<file path="src/rtl/diag_window_pkg.sv">
package diag_window_pkg;

    localparam int DWORD_W = 32;

    typedef enum logic [1:0] {
        SEL_UNLOCK = 2'd0,
        SEL_STATUS = 2'd1,
        SEL_ADDR   = 2'd2,
        SEL_DATA   = 2'd3
    } reg_sel_e;

    typedef enum logic {
        ENG_IDLE = 1'b0,
        ENG_WAIT = 1'b1
    } eng_state_e;

endpackage

</file>
<file path="src/rtl/diag_key_gate.sv">
module diag_key_gate #(
    parameter int               KEY_W = 32,
    parameter logic [KEY_W-1:0] KEY   = '0
) (
    input  logic             clk,
    input  logic             rst_n,
    input  logic             seq_wr,
    input  logic [KEY_W-1:0] seq_data,
    output logic             unlocked
);

    typedef struct packed {
        logic open;
    } gate_t;

    gate_t gate_d, gate_q;

    always_comb begin
        gate_d = gate_q;
        if (seq_wr) begin
            gate_d.open = (seq_data == KEY);
        end
    end

    always_ff @(posedge clk) begin
        if (!rst_n) begin
            gate_q <= '0;
        end else begin
            gate_q <= gate_d;
        end
    end

    assign unlocked = gate_q.open;

endmodule

</file>
<file path="src/rtl/diag_bus_engine.sv">
module diag_bus_engine
    import diag_window_pkg::*;
#(
    parameter int BUS_AW  = 32,
    parameter int TIMEOUT = 16
) (
    input  logic               clk,
    input  logic               rst_n,
    input  logic               start,
    input  logic               start_we,
    input  logic [BUS_AW-1:0]  start_addr,
    input  logic [DWORD_W-1:0] start_wdata,
    output logic               busy,
    output logic               done,
    output logic [DWORD_W-1:0] done_rdata,
    output logic               bus_req,
    output logic               bus_we,
    output logic [BUS_AW-1:0]  bus_addr,
    output logic [DWORD_W-1:0] bus_wdata,
    input  logic               bus_rsp,
    input  logic [DWORD_W-1:0] bus_rdata
);

    localparam int CNT_W = $clog2(TIMEOUT + 1);
    localparam logic [CNT_W-1:0] CNT_LAST = CNT_W'(TIMEOUT - 1);

    typedef struct packed {
        eng_state_e         st;
        logic [CNT_W-1:0]   cnt;
        logic               req;
        logic               we;
        logic [BUS_AW-1:0]  addr;
        logic [DWORD_W-1:0] wdata;
        logic               done;
        logic [DWORD_W-1:0] rdata;
    } eng_t;

    eng_t eng_d, eng_q;

    always_comb begin
        eng_d      = eng_q;
        eng_d.done = 1'b0;
        unique case (eng_q.st)
            ENG_IDLE: begin
                if (start) begin
                    eng_d.st    = ENG_WAIT;
                    eng_d.req   = 1'b1;
                    eng_d.we    = start_we;
                    eng_d.addr  = start_addr;
                    eng_d.wdata = start_wdata;
                    eng_d.cnt   = '0;
                end
            end
            ENG_WAIT: begin
                if (bus_rsp) begin
                    eng_d.st    = ENG_IDLE;
                    eng_d.req   = 1'b0;
                    eng_d.done  = 1'b1;
                    eng_d.rdata = eng_q.we ? '0 : bus_rdata;
                end else if (eng_q.cnt == CNT_LAST) begin
                    eng_d.st    = ENG_IDLE;
                    eng_d.req   = 1'b0;
                    eng_d.done  = 1'b1;
                    eng_d.rdata = '1;
                end else begin
                    eng_d.cnt = eng_q.cnt + 1'b1;
                end
            end
            default: eng_d = eng_q;
        endcase
    end

    always_ff @(posedge clk) begin
        if (!rst_n) begin
            eng_q <= '0;
        end else begin
            eng_q <= eng_d;
        end
    end

    assign busy       = (eng_q.st == ENG_WAIT);
    assign done       = eng_q.done;
    assign done_rdata = eng_q.rdata;
    assign bus_req    = eng_q.req;
    assign bus_we     = eng_q.we;
    assign bus_addr   = eng_q.addr;
    assign bus_wdata  = eng_q.wdata;

endmodule

</file>
<file path="src/rtl/diag_window.sv">
module diag_window
    import diag_window_pkg::*;
#(
    parameter logic [31:0] KEY     = 32'hA5C3_0F96,
    parameter int          BUS_AW  = 32,
    parameter int          TIMEOUT = 16
) (
    input  logic               clk,
    input  logic               rst_n,
    input  logic               reg_req,
    input  logic               reg_io,
    input  logic               reg_we,
    input  logic [1:0]         reg_addr,
    input  logic [31:0]        reg_wdata,
    output logic               reg_ack,
    output logic [31:0]        reg_rdata,
    output logic               bus_req,
    output logic               bus_we,
    output logic [BUS_AW-1:0]  bus_addr,
    output logic [31:0]        bus_wdata,
    input  logic               bus_rsp,
    input  logic [31:0]        bus_rdata
);

    typedef struct packed {
        logic               ack;
        logic [DWORD_W-1:0] rdata;
        logic [BUS_AW-1:0]  daddr;
    } port_t;

    port_t port_d, port_q;

    logic               unlocked;
    logic               eng_busy;
    logic               eng_done;
    logic [DWORD_W-1:0] eng_rdata;
    logic               accept;
    logic               key_wr;
    logic               eng_start;
    logic [BUS_AW-1:0]  aligned_addr;
    reg_sel_e           sel;

    assign sel          = reg_sel_e'(reg_addr);
    assign accept       = reg_req && !eng_busy && !reg_ack;
    assign aligned_addr = {port_q.daddr[BUS_AW-1:2], 2'b00};

    always_comb begin
        port_d     = port_q;
        port_d.ack = 1'b0;
        key_wr     = 1'b0;
        eng_start  = 1'b0;
        if (accept) begin
            unique case (sel)
                SEL_UNLOCK: begin
                    key_wr       = reg_we;
                    port_d.ack   = 1'b1;
                    port_d.rdata = '0;
                end
                SEL_STATUS: begin
                    port_d.ack   = 1'b1;
                    port_d.rdata = {{(DWORD_W-1){1'b0}}, unlocked};
                end
                SEL_ADDR: begin
                    port_d.ack   = 1'b1;
                    port_d.rdata = DWORD_W'(port_q.daddr);
                    if (reg_we) begin
                        port_d.daddr = reg_wdata[BUS_AW-1:0];
                    end
                end
                SEL_DATA: begin
                    if (!reg_io) begin
                        port_d.ack   = 1'b1;
                        port_d.rdata = '1;
                    end else if (!reg_we || unlocked) begin
                        eng_start = 1'b1;
                    end else begin
                        port_d.ack   = 1'b1;
                        port_d.rdata = '0;
                    end
                end
                default: port_d = port_q;
            endcase
        end
    end

    always_ff @(posedge clk) begin
        if (!rst_n) begin
            port_q <= '0;
        end else begin
            port_q <= port_d;
        end
    end

    diag_key_gate #(
        .KEY_W (32),
        .KEY   (KEY)
    ) u_gate (
        .clk      (clk),
        .rst_n    (rst_n),
        .seq_wr   (key_wr),
        .seq_data (reg_wdata),
        .unlocked (unlocked)
    );

    diag_bus_engine #(
        .BUS_AW  (BUS_AW),
        .TIMEOUT (TIMEOUT)
    ) u_engine (
        .clk         (clk),
        .rst_n       (rst_n),
        .start       (eng_start),
        .start_we    (reg_we),
        .start_addr  (aligned_addr),
        .start_wdata (reg_wdata),
        .busy        (eng_busy),
        .done        (eng_done),
        .done_rdata  (eng_rdata),
        .bus_req     (bus_req),
        .bus_we      (bus_we),
        .bus_addr    (bus_addr),
        .bus_wdata   (bus_wdata),
        .bus_rsp     (bus_rsp),
        .bus_rdata   (bus_rdata)
    );

    assign reg_ack   = port_q.ack | eng_done;
    assign reg_rdata = eng_done ? eng_rdata : port_q.rdata;

endmodule

</file>
<file path="config.mk">
export PLATFORM = sky130hd
export DESIGN_NAME = diag_window
export DESIGN_NICKNAME = d
export VERILOG_FILES = /design/src/rtl/diag_window_pkg.sv /design/src/rtl/diag_key_gate.sv /design/src/rtl/diag_bus_engine.sv /design/src/rtl/diag_window.sv
export SDC_FILE = /design/constraint.sdc
export NUM_CORES = 1
export LEC_CHECK = 0
export BUFFER_PORTS_ARGS = -buffer_cell sky130_fd_sc_hd__buf_2
export CAP_MARGIN = 30
export CORE_MARGIN = 4
export CORE_UTILIZATION = 58
export CTS_CLUSTER_SIZE = 28
export DETAILED_ROUTE_END_ITERATION = 8
export PLACE_DENSITY = 0.94
export SETUP_SLACK_MARGIN = 0.3
export SKIP_CTS_REPAIR_TIMING = 1
export SYNTH_ARGS = -nofsm -noshare
export SYNTH_HDL_FRONTEND = slang
export SYNTH_SLANG_ARGS = --single-unit
</file>
<file path="constraint.sdc">
create_clock -name clk -period 4.2 [get_ports clk]
set_input_delay 0.42 -clock clk [delete_from_list [all_inputs] [get_ports clk]]
set_output_delay 0.42 -clock clk [all_outputs]
set_load 0.02 [all_outputs]
</file>
# After elaboration in Yosys (flattened, before gate mapping)
# Index checks and enable logic that the tools add are counted.
[word_totals] regBits=169 input_bits=72 output_inout_bits=99 elab_cells=62
[op_classes] addsub=1 n_eq_ne=10 muxes=21 bitwise_logic=2 n_reduce_logical=16
[ops] op="2-to-1 mux 33 bit" count=4
[ops] op="case mux 33 bit (4 select lines)" count=1
[ops] op="2-to-1 mux 72 bit" count=1
[ops] op="2-to-1 mux 32 bit" count=2
[ops] op="== test 32 bit, second input constant" count=1
[ops] op="case mux 7 bit (2 select lines)" count=1
[ops] op="AND reduction 2 bit" count=6
[ops] op="2-to-1 mux 1 bit" count=10
[ops] op="2-to-1 mux 5 bit" count=2
[ops] op="!= test 2 bit, second input constant" count=3
[ops] op="!= test 3 bit, second input constant" count=2
[ops] op="AND reduction 3 bit" count=2
[ops] op="adder 5 x 1 -> 5 bit, second input constant" count=1
[ops] op="== test 5 x 4 -> 1 bit, second input constant" count=1
[ops] op="== test 2 bit, second input constant" count=2
[ops] op="zero test 1 bit" count=3
[ops] op="== test 2 x 1 -> 1 bit, second input constant" count=1
[ops] op="logical AND 1 bit" count=2
[ops] op="zero test 2 bit" count=1
[ops] op="nonzero test 2 bit" count=1
[ops] op="logical OR 1 bit" count=1
[ops] op="inverter 1 bit" count=1
[ops] op="OR 1 bit" count=1

# Longest topological paths before layout
# Gate-level depths: netlist (run 1).
[logic_depth] depth_word=8 mapped_depth=9 ltp_nobuf=7

# Modules after synthesis
# A second synthesis (run 1) with hierarchy kept.
[hier_totals] hier_cells=930 hier_area_um2=8047.7
[modules_own_cells] module="diag_bus_engine" instances=1 cells_each=532 area_per_inst_um2=4608.2 seq_area_each_um2=2102.0
[modules_own_cells] module="diag_window" instances=1 cells_each=383 area_per_inst_um2=3305.7 seq_area_each_um2=1301.2
[modules_own_cells] module="diag_key_gate" instances=1 cells_each=15 area_per_inst_um2=133.9 seq_area_each_um2=20.0

# Least setup slack after synthesis (run 1)
# OpenSTA, ideal clock, no wires.
[synth_timing] path_kind="reg-to-output" startpoint="register u_engine.eng_q, in the netlist u_engine.done" endpoint="output reg_rdata[10]" t_arrival_ns=1.351 required_time_ns=3.780 path_slack_ns=2.429 stages_incl_launch_ff=4 n_path_buf=2 path_cell_list="dfxtp_1 > clkbuf_1 > buf_1 > mux2_2"
[synth_between] elab_chain_len=1
[synth_rtl] element="start: declaration" line="diag_bus_engine.sv:38" source="eng_t eng_d, eng_q;"
[synth_rtl] element="start signal: assignment" line="diag_bus_engine.sv:77" source="eng_q <= eng_d;"
[synth_rtl] element="2-to-1 mux 32 bit" line="diag_window.sv:127" source="assign reg_rdata = eng_done ? eng_rdata : port_q.rdata;"
[synth_rtl] element="end: declaration" line="diag_window.sv:16" source="output logic [31:0] reg_rdata,"
# Every way passes these cells.

# Worst setup path in the final report (run 1)
[layout_timing] startpoint="register u_engine.eng_q, in the netlist u_engine.busy" endpoint="register u_engine.eng_q[101] (netlist name)"
[layout_between] elab_chain_len=6 elab_cells_between_ends=10 classes_between="eq/ne (3); mux (2); bitwise (1); reduce/logical (4)"
[layout_rtl] element="zero test 1 bit" line="diag_window.sv:44" source="assign accept = reg_req && !eng_busy && !reg_ack;"
[layout_rtl] element="logical AND 1 bit (2 in a row)" line="diag_window.sv:44"
[layout_rtl] element="2-to-1 mux 1 bit" line="diag_window.sv:52" source="if (accept) begin"
[layout_rtl] element="!= test 2 bit (no line)"
[layout_rtl] element="AND reduction 3 bit (no line)"
# Parallel ways exist; a longest one is shown, timed or not.
# A chain may end at the register's enable or synchronous reset.

==> flow_summary.json, run 1 <==
{
  "fill_cells": 963,
  "powerDensity_nw_per_um2": 429,
  "sw_frac_of_total": 0.227,
  "clock_sinks": 169,
  "maxCapViolations": 0,
  "intPower_mw": 2.80,
  "vias": 6018,
  "synth_area_leaders": "dfxtp_1, nand2_1, a21boi_1",
  "grt_usage": 0.248,
  "fmax_mhz": 432,
  "routed_wl_um": 17900,
  "status": "complete, no violations",
  "tightest_slew_ns": 0.924,
  "grt-ovfl-total": 0,
  "dp_cells": 1089,
  "multi_input_area_um2": 3220,
  "ant_nets": 0,
  "slew_headroom": 0.384,
  "power_switching_mw": 0.825,
  "h-tree-depth": 4,
  "hp-class": "primary input to register",
  "clk-insertion-delay-late_ns": 0.42,
  "firstDrtPassIters": 5,
  "worst_setup_path_end_kind": "register",
  "cp_max_fo": 43,
  "antenna_found_initial": 1,
  "path_clk_slew_ns": 0.06,
  "seq_power_share": 0.459,
  "grt_max_degree": 118,
  "synth.top_cell.area_share": 0.458,
  "drv_slew": 0,
  "period_share": 0.551,
  "fin_crit_ns": 2.32,
  "peakVddDrop_v": 0.000280,
  "leakagePower_nw": 3.50,
  "worst_clock_skew_ns": 0.00574,
  "cts_buffers": 17,
  "yosysUniqueCellTypes": 40,
  "power_frac_clock": 0.460,
  "die-area_um2": 14600,
  "drc_errors": 0,
  "regArea_um2": 3380,
  "yosysTopAreaCell": "dfxtp_1",
  "io_buffers": 168,
  "grt_pass1_vias": 5811,
  "ys_seq_area_frac": 0.458,
  "grt_pass1_wl_um": 28800,
  "finalPower_mw": 3.63,
  "fin_nets": 1015,
  "core-area_um2": 12300,
  "dp_hpwl_um": 12200,
  "vias_per_cell": 5.36,
  "gp_congestion": 0.857,
  "arrival_ns": 2.63,
  "io_pins": 171,
  "die_w_um": 121,
  "r2r_slack_ns": 1.88,
  "syn_area_per_cell_um2": 8.48,
  "drt_iter0_drc": 567,
  "syn_to_final_growth_pct": 14.3,
  "finalHoldViolCount": 0,
  "row_count": 40,
  "yosysWarnings": 0,
  "initial_core_util": 0.603,
  "syn_area_um2": 7390,
  "fin_tns_setup_ns": 0,
  "worst-setup-path-type": "register to register",
  "clockRootBuffer": "clkbuf_16",
  "fin_area_um2": 8450,
  "die_y_um": 121,
  "ys_ff_latch": 169,
  "layout-drive-gt1-share": 0.265,
  "setup_viol_count_final": 0,
  "required_ns": 4.52,
  "comb_power_share": 0.080,
  "netlist_instances": 872,
  "placed_cell_area_um2": 7780,
  "clock_path_buffers": 2,
  "final_cells": 1123,
  "rsz0062_at_grt": "false",
  "wl_per_cell_um": 15.9,
  "worst_setup_path_start_kind": "register",
  "cts_tree": "yes"
}
[Yosys cell counts]
cell and instances:
o211a_1 1, nor2b_1 6, buf_1 2, and3_1 4, clkbuf_1 43, nand2_1 198, or2_2 1, a31oi_1 2
conb_1 1, ha_1 2, a31o_2 1, nor4b_4 1, a21oi_1 63, a21boi_0 6, o221a_2 1, nand3b_1 1
nand3_1 8, a21boi_1 91, nor4_1 1, inv_1 1, nand2b_1 2, buf_2 9, mux2i_1 1, mux2_2 32
nor4bb_1 5, o21ai_0 31, and3b_1 1, nand4_1 2, nor4b_1 1, and2_1 2, o21ai_1 2, o211ai_1 2
buf_4 68, clkbuf_2 1, dfxtp_1 169, a21boi_4 1, nor2_1 67, nor3b_1 33, and4b_1 2, buf_6 7
[registers in the layout, indices dropped and copies added, names as in the netlist]
register             flops
aligned_addr            30
port_q                  35
u_engine.bus_addr       30
u_engine.bus_req         1
u_engine.bus_wdata      32
u_engine.bus_we          1
u_engine.busy            1
u_engine.done            1
u_engine.done_rdata     32
u_engine.eng_q           5
u_gate.unlocked          1
[path summary, 6_finish.rpt]
check / depth (start not counted) / to / startpoint
setup / recovery: 5 / u_engine.eng_q[101] / u_engine.busy
hold / removal: 3 / u_engine.bus_wdata[19] / reg_wdata[19]
setup reg to reg: 5 / u_engine.eng_q[101] / u_engine.busy
hold reg to reg: 2 / u_engine.bus_wdata[14] / u_engine.bus_wdata[14]
[through the flow]
step	hold WS, ns	utilization	setup slack (ns)
floorplan	0.435	-	2.43
global placement	0.437	0.628	1.90
detailed placement	0.441	0.635	1.90
CTS	0.245	0.687	1.88
global route	0.252	0.689	1.67
finish	0.256	0.689	1.88
[kinds of logic (layout without fill, tap and decap cells)]
kind of cell | after synthesis | count (layout) | share of synthesized area
flops | 169 | 169 | 0.458
compound gates | 201 | 201 | 0.174
buf+inv | 131 | 212 | 0.110
simple gates | 335 | 335 | 0.205
fa+ha+maj | 2 | 2 | 0.00338
other cells | 1 | 3 | 0.000507
mux | 33 | 33 | 0.0501
[per-layer routing]
metal,up-vias,GRT usage,routed length [um]
met1,2812,0.303,7330
met2,206,0.422,8980
met4,0,0.0921,378
li1,2968,-,-
met3,32,0.0606,1160
met5,-,0,0
[critical path, cell delays in order (launching register included)]
cell	delay (ns)
dfxtp_1	0.41
nor4b_4	0.53
nand3_2	0.51
buf_4	0.45
a31oi_1	0.22
nor2b_1	0.06
[cell usage in the layout (no fill, tap or decap), types with 3 or more instances in the layout]
master	n
nand2_1	198
and3_1	3
a21boi_1	91
nor2b_2	3
a21oi_1	63
bufinv_16	4
clkbuf_8	3
clkbuf_16	17
dfxtp_1	169
buf_2	167
o21ai_0	30
a21boi_0	6
mux2_2	32
nor3b_1	33
nor4bb_1	5
nor2_1	67
nor2b_1	3
clkinvlp_4	4
buf_4	7
nand3_1	7
[layout make-up]
cell class	count	share of cell area
antenna	1	0.000296
clock buffer	21	0.0557
clock inverter	11	0.0200
inverter	1	0.000444
multi-input combinational	573	0.381
sequential	169	0.400
tap	168	0.0249
timing repair buffer	179	0.118
[power by group through the flow]
stage	clock (mW)	sequential (mW)	combinational (mW)
floorplan	0	1.69	0.192
global placement	0	1.70	0.278
detailed placement	0	1.70	0.289
CTS	1.69	1.66	0.291
global route	1.76	1.67	0.320
finish	1.67	1.66	0.292
No activity file was read; power rests on OpenSTA's default activity.
==> run 2: changes to the inputs <==
--- a/config.mk
+++ b/config.mk
@@ -8,10 +8,10 @@
 export BUFFER_PORTS_ARGS = -buffer_cell sky130_fd_sc_hd__buf_2
 export CAP_MARGIN = 30
 export CORE_MARGIN = 4
-export CORE_UTILIZATION = 58
+export CORE_UTILIZATION = 49
 export CTS_CLUSTER_SIZE = 28
 export DETAILED_ROUTE_END_ITERATION = 8
-export PLACE_DENSITY = 0.94
+export PLACE_DENSITY = 0.86
 export SETUP_SLACK_MARGIN = 0.3
 export SKIP_CTS_REPAIR_TIMING = 1
 export SYNTH_ARGS = -nofsm -noshare
==> constraint.sdc (replaced) <==
create_clock -name clk -period 1.9 [get_ports clk]
set_input_delay 0.19 -clock clk [delete_from_list [all_inputs] [get_ports clk]]
set_output_delay 0.19 -clock clk [all_outputs]
set_load 0.02 [all_outputs]
==> run 2 against run 1 <==
  * Hold slack lost 0.24 ns
  * Maximum frequency rose by 33%
  * Largest cell class is now multi-input combinational cells
  * Critical path type unchanged
  * Power is 120% higher
  * Final area rose by 12%
  * Highest routed layer is now met5
  * Routed wire length increased by 18%
  * Clock power increased by 110%
  * Worst setup slack worse by 1.7 ns
  * Via count up 5.2%
  * Combinational power increased to 2.5 times the previous value
  * Global-route usage shrank 3.3 points
==> flow_summary.json, run 2 (synthesis results as in run 1) <==
{
  "worst_setup_path_end_kind": "register",
  "core-area_um2": 14600,
  "period_share": 0.918,
  "r2r_slack_ns": 0.16,
  "slew_headroom": 0.563,
  "finalHoldViolCount": 0,
  "required_ns": 2.21,
  "dp_cells": 1117,
  "routed_wl_um": 21100,
  "finalPower_mw": 7.95,
  "worst_clock_skew_ns": 0.00732,
  "placed_cell_area_um2": 7950,
  "intPower_mw": 5.94,
  "fmax_mhz": 573,
  "vias": 6328,
  "seq_power_share": 0.464,
  "reg2reg_from": "u_engine.eng_q[99]",
  "grt-ovfl-total": 0,
  "syn_to_final_growth_pct": 27.9,
  "antenna_found_initial": 2,
  "row_count": 44,
  "largest-register": "port_q",
  "largest_reg_flops": 35,
  "die_y_um": 131,
  "initial_core_util": 0.505,
  "grt_usage": 0.215,
  "leakagePower_nw": 3.94,
  "cts_tree": "yes",
  "wl_per_cell_um": 17.9,
  "maxCapViolations": 0,
  "layout-drive-gt1-share": 0.375,
  "clock_path_buffers": 2,
  "vias_per_cell": 5.39,
  "status": "complete, no violations",
  "layout_commonest_cell": "nand2_1",
  "io_buffers": 168,
  "final_cells": 1175,
  "tightest_slew_ns": 0.646,
  "firstDrtPassIters": 5,
  "die_w_um": 131,
  "h-tree-depth": 4,
  "dp_hpwl_um": 12600,
  "antenna_cells": 0,
  "hold_ws_ns": 0.0172,
  "drc_errors": 0,
  "drt_iter0_drc": 366,
  "die-area_um2": 17100,
  "min_from": "reg_wdata[12]",
  "setup_viol_count_final": 0,
  "arrival_ns": 2.05,
  "grt_pass1_wl_um": 28700,
  "gp_congestion": 0.801,
  "power_switching_mw": 2.00,
  "hp-class": "primary input to register",
  "powerDensity_nw_per_um2": 841,
  "crit_start": "u_engine.eng_q[99]",
  "fin_nets": 1052,
  "peakVddDrop_v": 0.000599,
  "fin_area_um2": 9450,
  "ant_nets": 0,
  "comb_power_share": 0.093,
  "path_clk_slew_ns": 0.07,
  "io_pins": 171,
  "final_core_util": 0.646,
  "grt_max_degree": 78,
  "cts_buffers": 17,
  "worst_setup_path_start_kind": "register",
  "clk-insertion-delay-late_ns": 0.43,
  "worst-setup-path-type": "register to register",
  "clock_sinks": 169,
  "cp_max_fo": 6,
  "layout_common_cells": "nand2_1, buf_2, dfxtp_1, a21boi_1, a21oi_1",
  "fin_crit_ns": 1.74,
  "sw_frac_of_total": 0.252,
  "clockRootBuffer": "clkbuf_16",
  "power_frac_clock": 0.444,
  "rsz0062_at_grt": "true",
  "drv_slew": 0,
  "grt_pass1_vias": 5642
}
-- run 2: worst paths after layout --
| kind | to | cells after the start |
|---|---|---|
| max | u_engine.eng_q[99] | 7 |
| min | u_engine.bus_wdata[12] | 3 |
| max reg2reg | u_engine.eng_q[99] | 7 |
| min reg2reg | u_engine.bus_wdata[9] | 2 |
-- run 2: through the flow --
stage	worst slack [ns]	TNS (ns)
2_1_floorplan	0.311	0
3_3_place_gp	0.160	0
3_5_place_dp	0.119	0
4_1_cts	-0.124	-3.33
5_1_grt	0.0968	0
6_report	0.155	0
-- run 2: power groups by stage --
stage	combinational [mW]	sequential [mW]	clock, mW
4_1_cts	0.662	3.68	3.56
3_5_place_dp	0.659	3.76	0
6_report	0.735	3.68	3.53
2_1_floorplan	0.427	3.74	0
5_1_grt	0.795	3.69	3.71
3_3_place_gp	0.639	3.76	0
-- run 2: critical path, cell delays in order (launching register included) --
cell and delay, ns:
dfxtp_4 0.36, ha_4 0.16, and3_4 0.19, ha_4 0.18, nor3b_4 0.31, a31oi_4 0.10
mux2i_1 0.22, nor2b_1 0.11
-- run 2: area by class of cell --
| class | count | area [um^2] |
|---|---|---|
| Tap cell | 184 | 230 |
| Clock inverter | 14 | 161 |
| Fill cell | 1164 | 5190 |
| Clock buffer | 18 | 439 |
| Inverter | 1 | 3.75 |
| Multi-Input combinational cell | 574 | 3680 |
| Timing Repair Buffer | 215 | 1550 |
| Sequential cell | 169 | 3390 |
-- run 2: metal layers --
layer | global-route usage | wire (um) | part of all wire | vias up
li1 | - | - | - | 3055
met1 | 0.263 | 8870 | 0.42 | 3055
met2 | 0.364 | 10800 | 0.51 | 184
met3 | 0.0561 | 1130 | 0.054 | 30
met4 | 0.0780 | 293 | 0.014 | 4
met5 | 0 | 27 | 0.0013 | -
